File: src/rtl/secded_pkg.sv
package secded_pkg;

  typedef enum logic [1:0] {
    LANE_CLEAN  = 2'd0,
    LANE_PARITY = 2'd1,
    LANE_SINGLE = 2'd2,
    LANE_DOUBLE = 2'd3
  } lane_kind_e;

  function automatic bit is_pow2(input int p);
    return (p > 0) && ((p & (p - 1)) == 0);
  endfunction

endpackage

File: src/rtl/secded_lane_decoder.sv
module secded_lane_decoder
  import secded_pkg::*;
#(
  parameter int DATA_W = 32,
  parameter int CHK_W  = 6,
  localparam int HAM_W = DATA_W + CHK_W,
  localparam int CW_W  = HAM_W + 1
) (
  input  logic [CW_W-1:0]   cw,
  input  logic              en,
  input  logic              vld,
  output logic [DATA_W-1:0] data,
  output logic              sec_o,
  output logic              ded_o
);

  // XOR of the indices of every set Hamming position
  function automatic logic [CHK_W-1:0] calc_syndrome(input logic [CW_W-1:0] c);
    logic [CHK_W-1:0] s;
    s = '0;
    for (int i = 1; i <= HAM_W; i++) begin
      if (c[i]) s = s ^ CHK_W'(i);
    end
    return s;
  endfunction

  // Codeword position of the k-th data bit
  function automatic int data_position(input int k);
    int seen;
    seen = 0;
    for (int p = 1; p <= HAM_W; p++) begin
      if (!is_pow2(p)) begin
        if (seen == k) return p;
        seen++;
      end
    end
    return 0;
  endfunction

  logic [CHK_W-1:0] syndrome;
  logic             par_odd;
  logic             syn_nz;
  logic             syn_in_range;
  lane_kind_e       kind;
  logic [CW_W-1:0]  fix_mask;
  logic [CW_W-1:0]  fixed_cw;

  always_comb begin
    syndrome     = calc_syndrome(cw);
    par_odd      = ^cw;
    syn_nz       = |syndrome;
    syn_in_range = int'(syndrome) <= HAM_W;
  end

  always_comb begin
    if (!syn_nz && !par_odd)            kind = LANE_CLEAN;
    else if (!syn_nz && par_odd)        kind = LANE_PARITY;
    else if (par_odd && syn_in_range)   kind = LANE_SINGLE;
    else                                kind = LANE_DOUBLE;
  end

  always_comb begin
    for (int i = 0; i < CW_W; i++) begin
      fix_mask[i] = en && (kind == LANE_SINGLE) && (int'(syndrome) == i);
    end
    fixed_cw = cw ^ fix_mask;
  end

  for (genvar k = 0; k < DATA_W; k++) begin : g_gather
    localparam int DPOS = data_position(k);
    assign data[k] = fixed_cw[DPOS];
  end

  assign sec_o = en && vld && ((kind == LANE_PARITY) || (kind == LANE_SINGLE));
  assign ded_o = en && vld && (kind == LANE_DOUBLE);

  always_comb begin
    assert_single_fix_R4: assert ($countones(fixed_cw ^ cw) <= 1);
    if (!en) begin
      assert_no_fix_disabled_R9: assert (fixed_cw == cw);
    end
    if (kind == LANE_DOUBLE || kind == LANE_PARITY) begin
      assert_no_fix_unrepairable_R6: assert (fixed_cw == cw);
    end
    assert_lane_flags_exclusive_R7: assert (!(sec_o && ded_o));
  end

endmodule

File: src/rtl/secded_flag_merge.sv
module secded_flag_merge #(
  parameter int LANES = 8
) (
  input  logic [LANES-1:0] lane_sec,
  input  logic [LANES-1:0] lane_ded,
  output logic             sec,
  output logic             ded
);

  logic any_sec;
  logic any_ded;

  assign any_sec = |lane_sec;
  assign any_ded = |lane_ded;
  assign ded     = any_ded;
  assign sec     = any_sec && !any_ded;

  always_comb begin
    assert_ded_masks_sec_R7: assert (!(sec && ded));
    if (any_ded) begin
      assert_ded_follows_lane_R7: assert (ded);
    end
  end

endmodule

File: src/rtl/secded_read_decoder.sv
module secded_read_decoder
  import secded_pkg::*;
#(
  parameter int LANES  = 8,
  parameter int DATA_W = 32,
  parameter int CHK_W  = 6,
  localparam int CW_W  = DATA_W + CHK_W + 1,
  localparam int IN_W  = LANES * CW_W,
  localparam int OUT_W = LANES * DATA_W
) (
  input  logic             in_valid,
  output logic             in_ready,
  input  logic [IN_W-1:0]  in_data,
  input  logic             enable,
  output logic             out_valid,
  input  logic             out_ready,
  output logic [OUT_W-1:0] out_data,
  output logic             sec,
  output logic             ded
);

  logic [LANES-1:0] lane_sec;
  logic [LANES-1:0] lane_ded;

  assign out_valid = in_valid;
  assign in_ready  = out_ready;

  for (genvar g = 0; g < LANES; g++) begin : g_lane
    secded_lane_decoder #(
      .DATA_W (DATA_W),
      .CHK_W  (CHK_W)
    ) u_lane (
      .cw    (in_data[g*CW_W +: CW_W]),
      .en    (enable),
      .vld   (in_valid),
      .data  (out_data[g*DATA_W +: DATA_W]),
      .sec_o (lane_sec[g]),
      .ded_o (lane_ded[g])
    );
  end

  secded_flag_merge #(
    .LANES (LANES)
  ) u_merge (
    .lane_sec (lane_sec),
    .lane_ded (lane_ded),
    .sec      (sec),
    .ded      (ded)
  );

  always_comb begin
    if (!in_valid) begin
      assert_idle_quiet_R8: assert (!sec && !ded);
    end
    if (!enable) begin
      assert_disabled_quiet_R9: assert (!sec && !ded);
    end
    assert_beat_flags_exclusive_R7: assert (!(sec && ded));
  end

endmodule

File: config.mk
export PLATFORM = sky130hd
export DESIGN_NAME = secded_read_decoder
export DESIGN_NICKNAME = d
export VERILOG_FILES = /design/src/rtl/secded_pkg.sv /design/src/rtl/secded_lane_decoder.sv /design/src/rtl/secded_flag_merge.sv /design/src/rtl/secded_read_decoder.sv
export SDC_FILE = /design/constraint.sdc
export NUM_CORES = 1
export LEC_CHECK = 0
export BUFFER_PORTS_ARGS = -buffer_cell sky130_fd_sc_hd__buf_4
export CAP_MARGIN = 20
export CORE_AREA = 2 2 224 226
export DETAILED_ROUTE_END_ITERATION = 10
export DIE_AREA = 0 0 226 228
export SETUP_SLACK_MARGIN = 0.05
export SYNTH_ARGS = -nofsm -noshare
export SYNTH_HDL_FRONTEND = slang
export SYNTH_SLANG_ARGS = --single-unit
File: constraint.sdc
create_clock -name vclk -period 5.5
set_input_delay 1.1 -clock vclk [all_inputs]
set_output_delay 1.1 -clock vclk [all_outputs]
set_load 0.01 [all_outputs]
# [After elaboration in Yosys (flattened, before gate mapping)]
# Index checks and enable logic that the tools add are counted.
[totals] regBits=0 output_inout_bits=260 elab_cells=1381
[classes] order_cmp=8 n_eq_ne=328 mux=328 bitwise_logic=304 reduce_logical=413
[op_table] operator="== test 6 bit, second input constant" count=184
[op_table] operator="2-to-1 mux 5 bit" count=128
[op_table] operator="== test 6 x 5 -> 1 bit, second input constant" count=64
[op_table] operator="logical AND 1 bit" count=362
[op_table] operator="2-to-1 mux 6 bit" count=56
[op_table] operator="NOT 3 bit" count=104
[op_table] operator="XOR reduction 39 bit" count=8
[op_table] operator="bitwise XOR 39 bit" count=8
[op_table] operator="2-to-1 mux 4 bit" count=64
[op_table] operator="NOT 2 bit" count=104
[op_table] operator="== test 6 x 4 -> 1 bit, second input constant" count=32
[op_table] operator="NOT 4 bit" count=40
[op_table] operator="== test 6 x 3 -> 1 bit, second input constant" count=16
[op_table] operator="2-to-1 mux 3 bit" count=32
[op_table] operator="2-to-1 mux 2 bit" count=32
[op_table] operator="== test 6 x 2 -> 1 bit, second input constant" count=8
[op_table] operator="<= comparator 6 bit, second input constant" count=8
[op_table] operator="zero test 6 bit" count=8
[op_table] operator="OR reduction 6 bit" count=8
[op_table] operator="NOT 1 bit, first input constant" count=40
[op_table] operator="NOT 5 bit" count=8
[op_table] operator="== test 2 bit, second input constant" count=16
[op_table] operator="zero test 1 bit" count=17
[op_table] operator="== test 2 x 1 -> 1 bit, second input constant" count=8
[op_table] operator="3 further kinds" count=26

# [Logic depth before layout (Yosys ltp)]
[depth] word_depth=80 ltp_mapped=12 ltp_nobuf=10

# [Cells and area by module]
# A second synthesis with hierarchy kept.
[hier_totals] cells_unflattened=1321 hier_area_um2=10940.5
[modules_own_cells] module="secded_lane_decoder (g_lane[1].u_lane ...)" instances=6 cells_each=160 area_each_um2=1333.8 seq_area_each_um2=0.0
[modules_own_cells] module="secded_lane_decoder (g_lane[0].u_lane)" instances=1 cells_each=182 area_each_um2=1441.4 seq_area_each_um2=0.0
[modules_own_cells] module="secded_lane_decoder (g_lane[7].u_lane)" instances=1 cells_each=171 area_each_um2=1440.1 seq_area_each_um2=0.0
[modules_own_cells] module="secded_flag_merge" instances=1 cells_each=6 area_each_um2=41.3 seq_area_each_um2=0.0
[modules_own_cells] module="secded_read_decoder" instances=1 cells_each=2 area_each_um2=15.0 seq_area_each_um2=0.0

# [Worst setup path before layout]
# Ideal clock, no wire load.
[synth_path] path_type="input-to-output" start="input port in_data[5]" end="output port out_data[27]" t_arrival_ns=3.662 required_ns=4.400 path_slack_ns=0.738 stages=11 n_path_buf=1 path_cell_list="xnor2_1 > xnor3_1 > xnor3_1 > xnor2_2 > o311ai_1 > nand2_1 > nand2_1 > or3_1 > clkbuf_1 > nor3_1 > xor2_1"
[synth_between] elab_chain_len=60 word_cells_on_any_way=75 classes_between="1 x order compare; 2 x eq/ne; 37 x mux; 26 x bitwise; 9 x reduce/logical"
[synth_rtl] element="start: declaration" line="secded_read_decoder.sv:13" text="input logic [IN_W-1:0] in_data,"
[synth_rtl] element="2-to-1 mux 3 bit" line="secded_lane_decoder.sv:22" text="if (c[i]) s = s ^ CHK_W'(i);"
[synth_rtl] element="NOT 2 bit (no line)"
[synth_rtl] element="2-to-1 mux 3 bit" line="secded_lane_decoder.sv:22"
[synth_rtl] element="NOT 3 bit (no line)"
[synth_rtl] element="2-to-1 mux 3 bit" line="secded_lane_decoder.sv:22"
[synth_rtl] element="2-to-1 mux 4 bit (4 in a row)" line="secded_lane_decoder.sv:22"
[synth_rtl] element="NOT 2 bit (no line)"
[synth_rtl] element="2-to-1 mux 4 bit" line="secded_lane_decoder.sv:22"
[synth_rtl] element="[... 41 more ...]"
[synth_rtl] element="logical AND 1 bit / zero test 1 bit (equally long branches)" line="secded_lane_decoder.sv:58, secded_lane_decoder.sv:56, secded_lane_decoder.sv:57"
[synth_rtl] element="2-to-1 mux 1 bit / logical AND 1 bit (equally long branches)" line="secded_lane_decoder.sv:58, secded_lane_decoder.sv:57"
[synth_rtl] element="2-to-1 mux 2 bit" line="secded_lane_decoder.sv:57" text="else if (!syn_nz && par_odd) kind = LANE_PARITY;"
[synth_rtl] element="2-to-1 mux 2 bit" line="secded_lane_decoder.sv:56" text="if (!syn_nz && !par_odd) kind = LANE_CLEAN;"
[synth_rtl] element="== test 2 bit" line="secded_lane_decoder.sv:64" text="fix_mask[i] = en && (kind == LANE_SINGLE) && (int'(syndrome) == i);"
[synth_rtl] element="logical AND 1 bit" line="secded_lane_decoder.sv:64"
[synth_rtl] element="logical AND 1 bit (*)" line="secded_lane_decoder.sv:64"
[synth_rtl] element="bitwise XOR 39 bit (*)" line="secded_lane_decoder.sv:66" text="fixed_cw = cw ^ fix_mask;"
[synth_rtl] element="end: declaration" line="secded_read_decoder.sv:17" text="output logic [OUT_W-1:0] out_data,"
# Mark *: on every way between the ends. The rest lies on a longest branch, timed or not.

# [Worst setup path after layout]
[layout_path] start="input port in_data[31]" end="output port out_data[24]"
[layout_between] elab_chain_len=20 word_cells_on_any_way=30 classes_between="1 x order compare; 2 x eq/ne; 11 x mux; 7 x bitwise; 9 x reduce/logical"
[layout_rtl] element="2-to-1 mux 5 bit" line="secded_lane_decoder.sv:22"
[layout_rtl] element="2-to-1 mux 6 bit" line="secded_lane_decoder.sv:22"
[layout_rtl] element="NOT 2 bit (no line) / 2-to-1 mux 6 bit (equally long branches)"
[layout_rtl] element="2-to-1 mux 6 bit / NOT 2 bit (equally long branches)"
[layout_rtl] element="2-to-1 mux 6 bit" line="secded_lane_decoder.sv:22"
[layout_rtl] element="NOT 3 bit (no line) / NOT 2 bit (equally long branches)"
[layout_rtl] element="2-to-1 mux 6 bit" line="secded_lane_decoder.sv:22"
[layout_rtl] element="2-to-1 mux 6 bit / NOT 3 bit (equally long branches)"
[layout_rtl] element="[... 4 more ...]"
[layout_rtl] element="logical AND 1 bit / zero test 1 bit (equally long branches)" line="secded_lane_decoder.sv:58, secded_lane_decoder.sv:56, secded_lane_decoder.sv:57"
[layout_rtl] element="2-to-1 mux 1 bit / logical AND 1 bit (equally long branches)" line="secded_lane_decoder.sv:58, secded_lane_decoder.sv:57"
[layout_rtl] element="2-to-1 mux 2 bit" line="secded_lane_decoder.sv:57"
[layout_rtl] element="2-to-1 mux 2 bit" line="secded_lane_decoder.sv:56"
[layout_rtl] element="== test 2 bit" line="secded_lane_decoder.sv:64"
[layout_rtl] element="logical AND 1 bit" line="secded_lane_decoder.sv:64"
[layout_rtl] element="logical AND 1 bit (*)" line="secded_lane_decoder.sv:64"
[layout_rtl] element="bitwise XOR 39 bit (*)" line="secded_lane_decoder.sv:66"
# Marks and branches as above.

==> results.md <==
* Final count of pins violating max slew at 0
* Cell count after placement at 2621
* Gr ovfl total at 0
* Final cell count without fillers at 2621
* Final #Nets at 2266
* Compound-cell area share of the yosys netlist at 2.149%
* Final period utilization at a little over nine tenths
* Synth area leaders: xnor2_1 (48%), xor2_1 (19%), nand2_1 (5.3%)
* Width of the die at 226 um
* Post-synthesis mux area share at 0%
* Mean post-synth cell area at 7.417 um2
* Hold_ws at 2200 ps
* Vias at 11190
* Max cap viols at 0
* Initial Util at 20.29%
* I/O pin total at 575
* Max-slew headroom at 49.19%
* P_int at 0.002022 W
* Area share of xor/xnor cells in the synthesized design at between 70% and 80%
* Leakage power at between 6 and 7 nW
* Storage cell area at 0 um2
* Seq/Total Area, Yosys at 0%
* Seq_cells at 0
* Final hold viol count at 0
* Final Critical Period at 5233 ps
* Met3 Wirelength at 2957 um
* Share of layout cells above drive strength 1 at 33.76%
* Die height at 228 um
* DRT met1 WL at 19250 um
* Adder-cell share of the synthesized area at 0%
* Hold path depth at 0
* Residual DRC count at 0
* VDD IR-drop max at approximately 0.19 mV
* Mapped cell area at between 10000 and 15000 um2
* Count leader, synth: xnor2_1
* Setup violators final at 0
* Fmax at between 150 and 200 MHz
* Top cells by count, synth: xnor2_1 (554), xor2_1 (219), nand2_1 (141), nor2_1 (141), nand3_1 (50)
* Crit Path Category: in2out
* Pwr dens at about 320 nW/um2
* Dpl hpwl at 43230 um
* Sequential share of power at 0%
* Final Power at 0.005022 W
* Clock power share at 0%
* CP startpoint kind: primary input
* CP Max Fanout at 9
* Post-synthesis cell count at around 1400
* First-pass GRT wire length at between 60000 and 70000 um
* WP data required at 4400 ps
* ANT cells at 0
* Post-CTS Setup Inserts at 0
* RSZ-0062 raised after global routing: true
* Arrival @ worst endpoint at around 4100 ps
* Pre-Repair DR Iteration Count at 5
* Gpl congestion at between 0.9 and 1
* Status: complete, no violations
* Port buffer count at 573
* Initial antenna violation count at 1
* Vias per cell at 4.269
* Met2 Wirelength at 24430 um
* Violation count after the first detailed-route iteration at between 500 and 600
* Logic pwr share at 100.0%
* Worst min-delay path class: in2out
* Switching Fraction at 59.74%
* Simple-gate share of the synthesized area at between 20% and 30%
* Largest family of logic cells by synthesized area: XOR/XNOR gates
* Yosys warns at 0
* Largest area contributor in the netlist: xnor2_1
* Routed WL at 47820 um
* Routed WL per cell at between 15 and 20 um
* Critical Path Sink Type: output pin
* Yosys cell types at 55
* Die footprint at roughly 52000 um2
* Least-Margin Pin Slew at 760.6 ps
* Switching power at 0.003000 W
* Clock buffers at 0
* Synthesized net count at approximately 1700
* Post-route ant nets at 0
* Synth-to-Final Area Change at 55.13%
* Final worst slack at 266.9 ps
* Vias in the first global route at 11470
* Hold path endpoint: in_ready
* Core Rows at 82
* Pre-CTS setup slack at -38.73 ps
* Pin count of the biggest net entering global routing at 23
* GRT Overall Usage at 17.37%
* Synth top area share at 48.46%
* Core Box Area at about 49000 um2
* Highest metal used: met5
* Min-Delay Startpoint: out_ready
==> power by group through the flow <==
stage	Sequential [W]	Clock, W	Combinational (W)
3_5_place_dp	0	0	0.00491
4_1_cts	0	0	0.00494
2_1_floorplan	0	0	0.00303
3_3_place_gp	0	0	0.00490
6_report	0	0	0.00502
5_1_grt	0	0	0.00546
==> critical path, stage by stage <==
cell and delay, ps:
buf_4 130, xnor2_1 130, xnor2_1 310, xnor2_1 230, xor2_1 450, xnor2_2 240
or4b_1 660, or2_1 340, nor2_1 130, xor2_1 250, buf_4 170
==> through the flow <==
stage	instance area (um2)	setup TNS (ps)	utilization [%]
final	15530	0	31.48
after global routing	15530	0	31.48
after CTS	15430	0	31.27
after detailed placement	15420	-38.73	31.25
after global placement	15420	-40.86	31.25
after floorplan	10010	0	-
==> layout by cell type (no fill, tap or decap), drive strengths merged, types with 3 or more instances in the layout <==
master / synthesis / routed
nand4: 9 / 9
nor4: 8 / 8
xnor2: 557 / 557
nor2b: 14 / 14
nand3: 50 / 50
buf: 3 / 620
and2: 16 / 16
xor2: 219 / 219
nor2: 141 / 141
nand2: 141 / 141
nor3: 39 / 39
a21oi: 3 / 3
o21bai: 3 / 3
a41oi: 3 / 3
xnor3: 23 / 23
inv: 21 / 21
nor3b: 5 / 5
nand3b: 4 / 4
or2: 13 / 13
nand2b: 22 / 22
and3: 7 / 7
==> what timing repair did <==
action / 4_1_cts / 5_1_grt
hold buffers: 0 / 0
endpoints found under the setup margin: 3 / 44
resized for setup: 3 / 17
pin swaps: 1 / 2
==> logic make-up after synthesis <==
kind of cell,count (synthesis)
AOI/OAI and AO/OA,27
xor gates and xnor gates,801
buffers and inverters,42
and+or+nand+nor,480
==> final cells by class <==
| class | instances | area, um2 |
|---|---|---|
| well taps | 672 | 840.8 |
| fillers | 5304 | 33820 |
| repair buffers | 620 | 4654 |
| inverters | 21 | 78.83 |
| multi-input cells | 1308 | 9960 |
==> per-layer routing <==
metal,track usage [%],vias to the layer above
li1,-,5465
met1,20.48,5194
met2,32.86,466
met3,2.228,62
met4,3.953,2
met5,0,-
==> worst max path at each step <==
stage	depth (start not counted)	slack [ps]	startpoint	endpoint
after floorplan	11	740	in_data[5]	out_data[27]
after global placement	13	-40	in_data[66]	ded
after detailed placement	13	-40	in_data[46]	ded
after CTS	13	50	in_data[237]	sec
after global routing	14	30	in_data[6]	sec
final	11	270	in_data[31]	out_data[24]
Note: power is estimated with default switching activity, not from simulation.
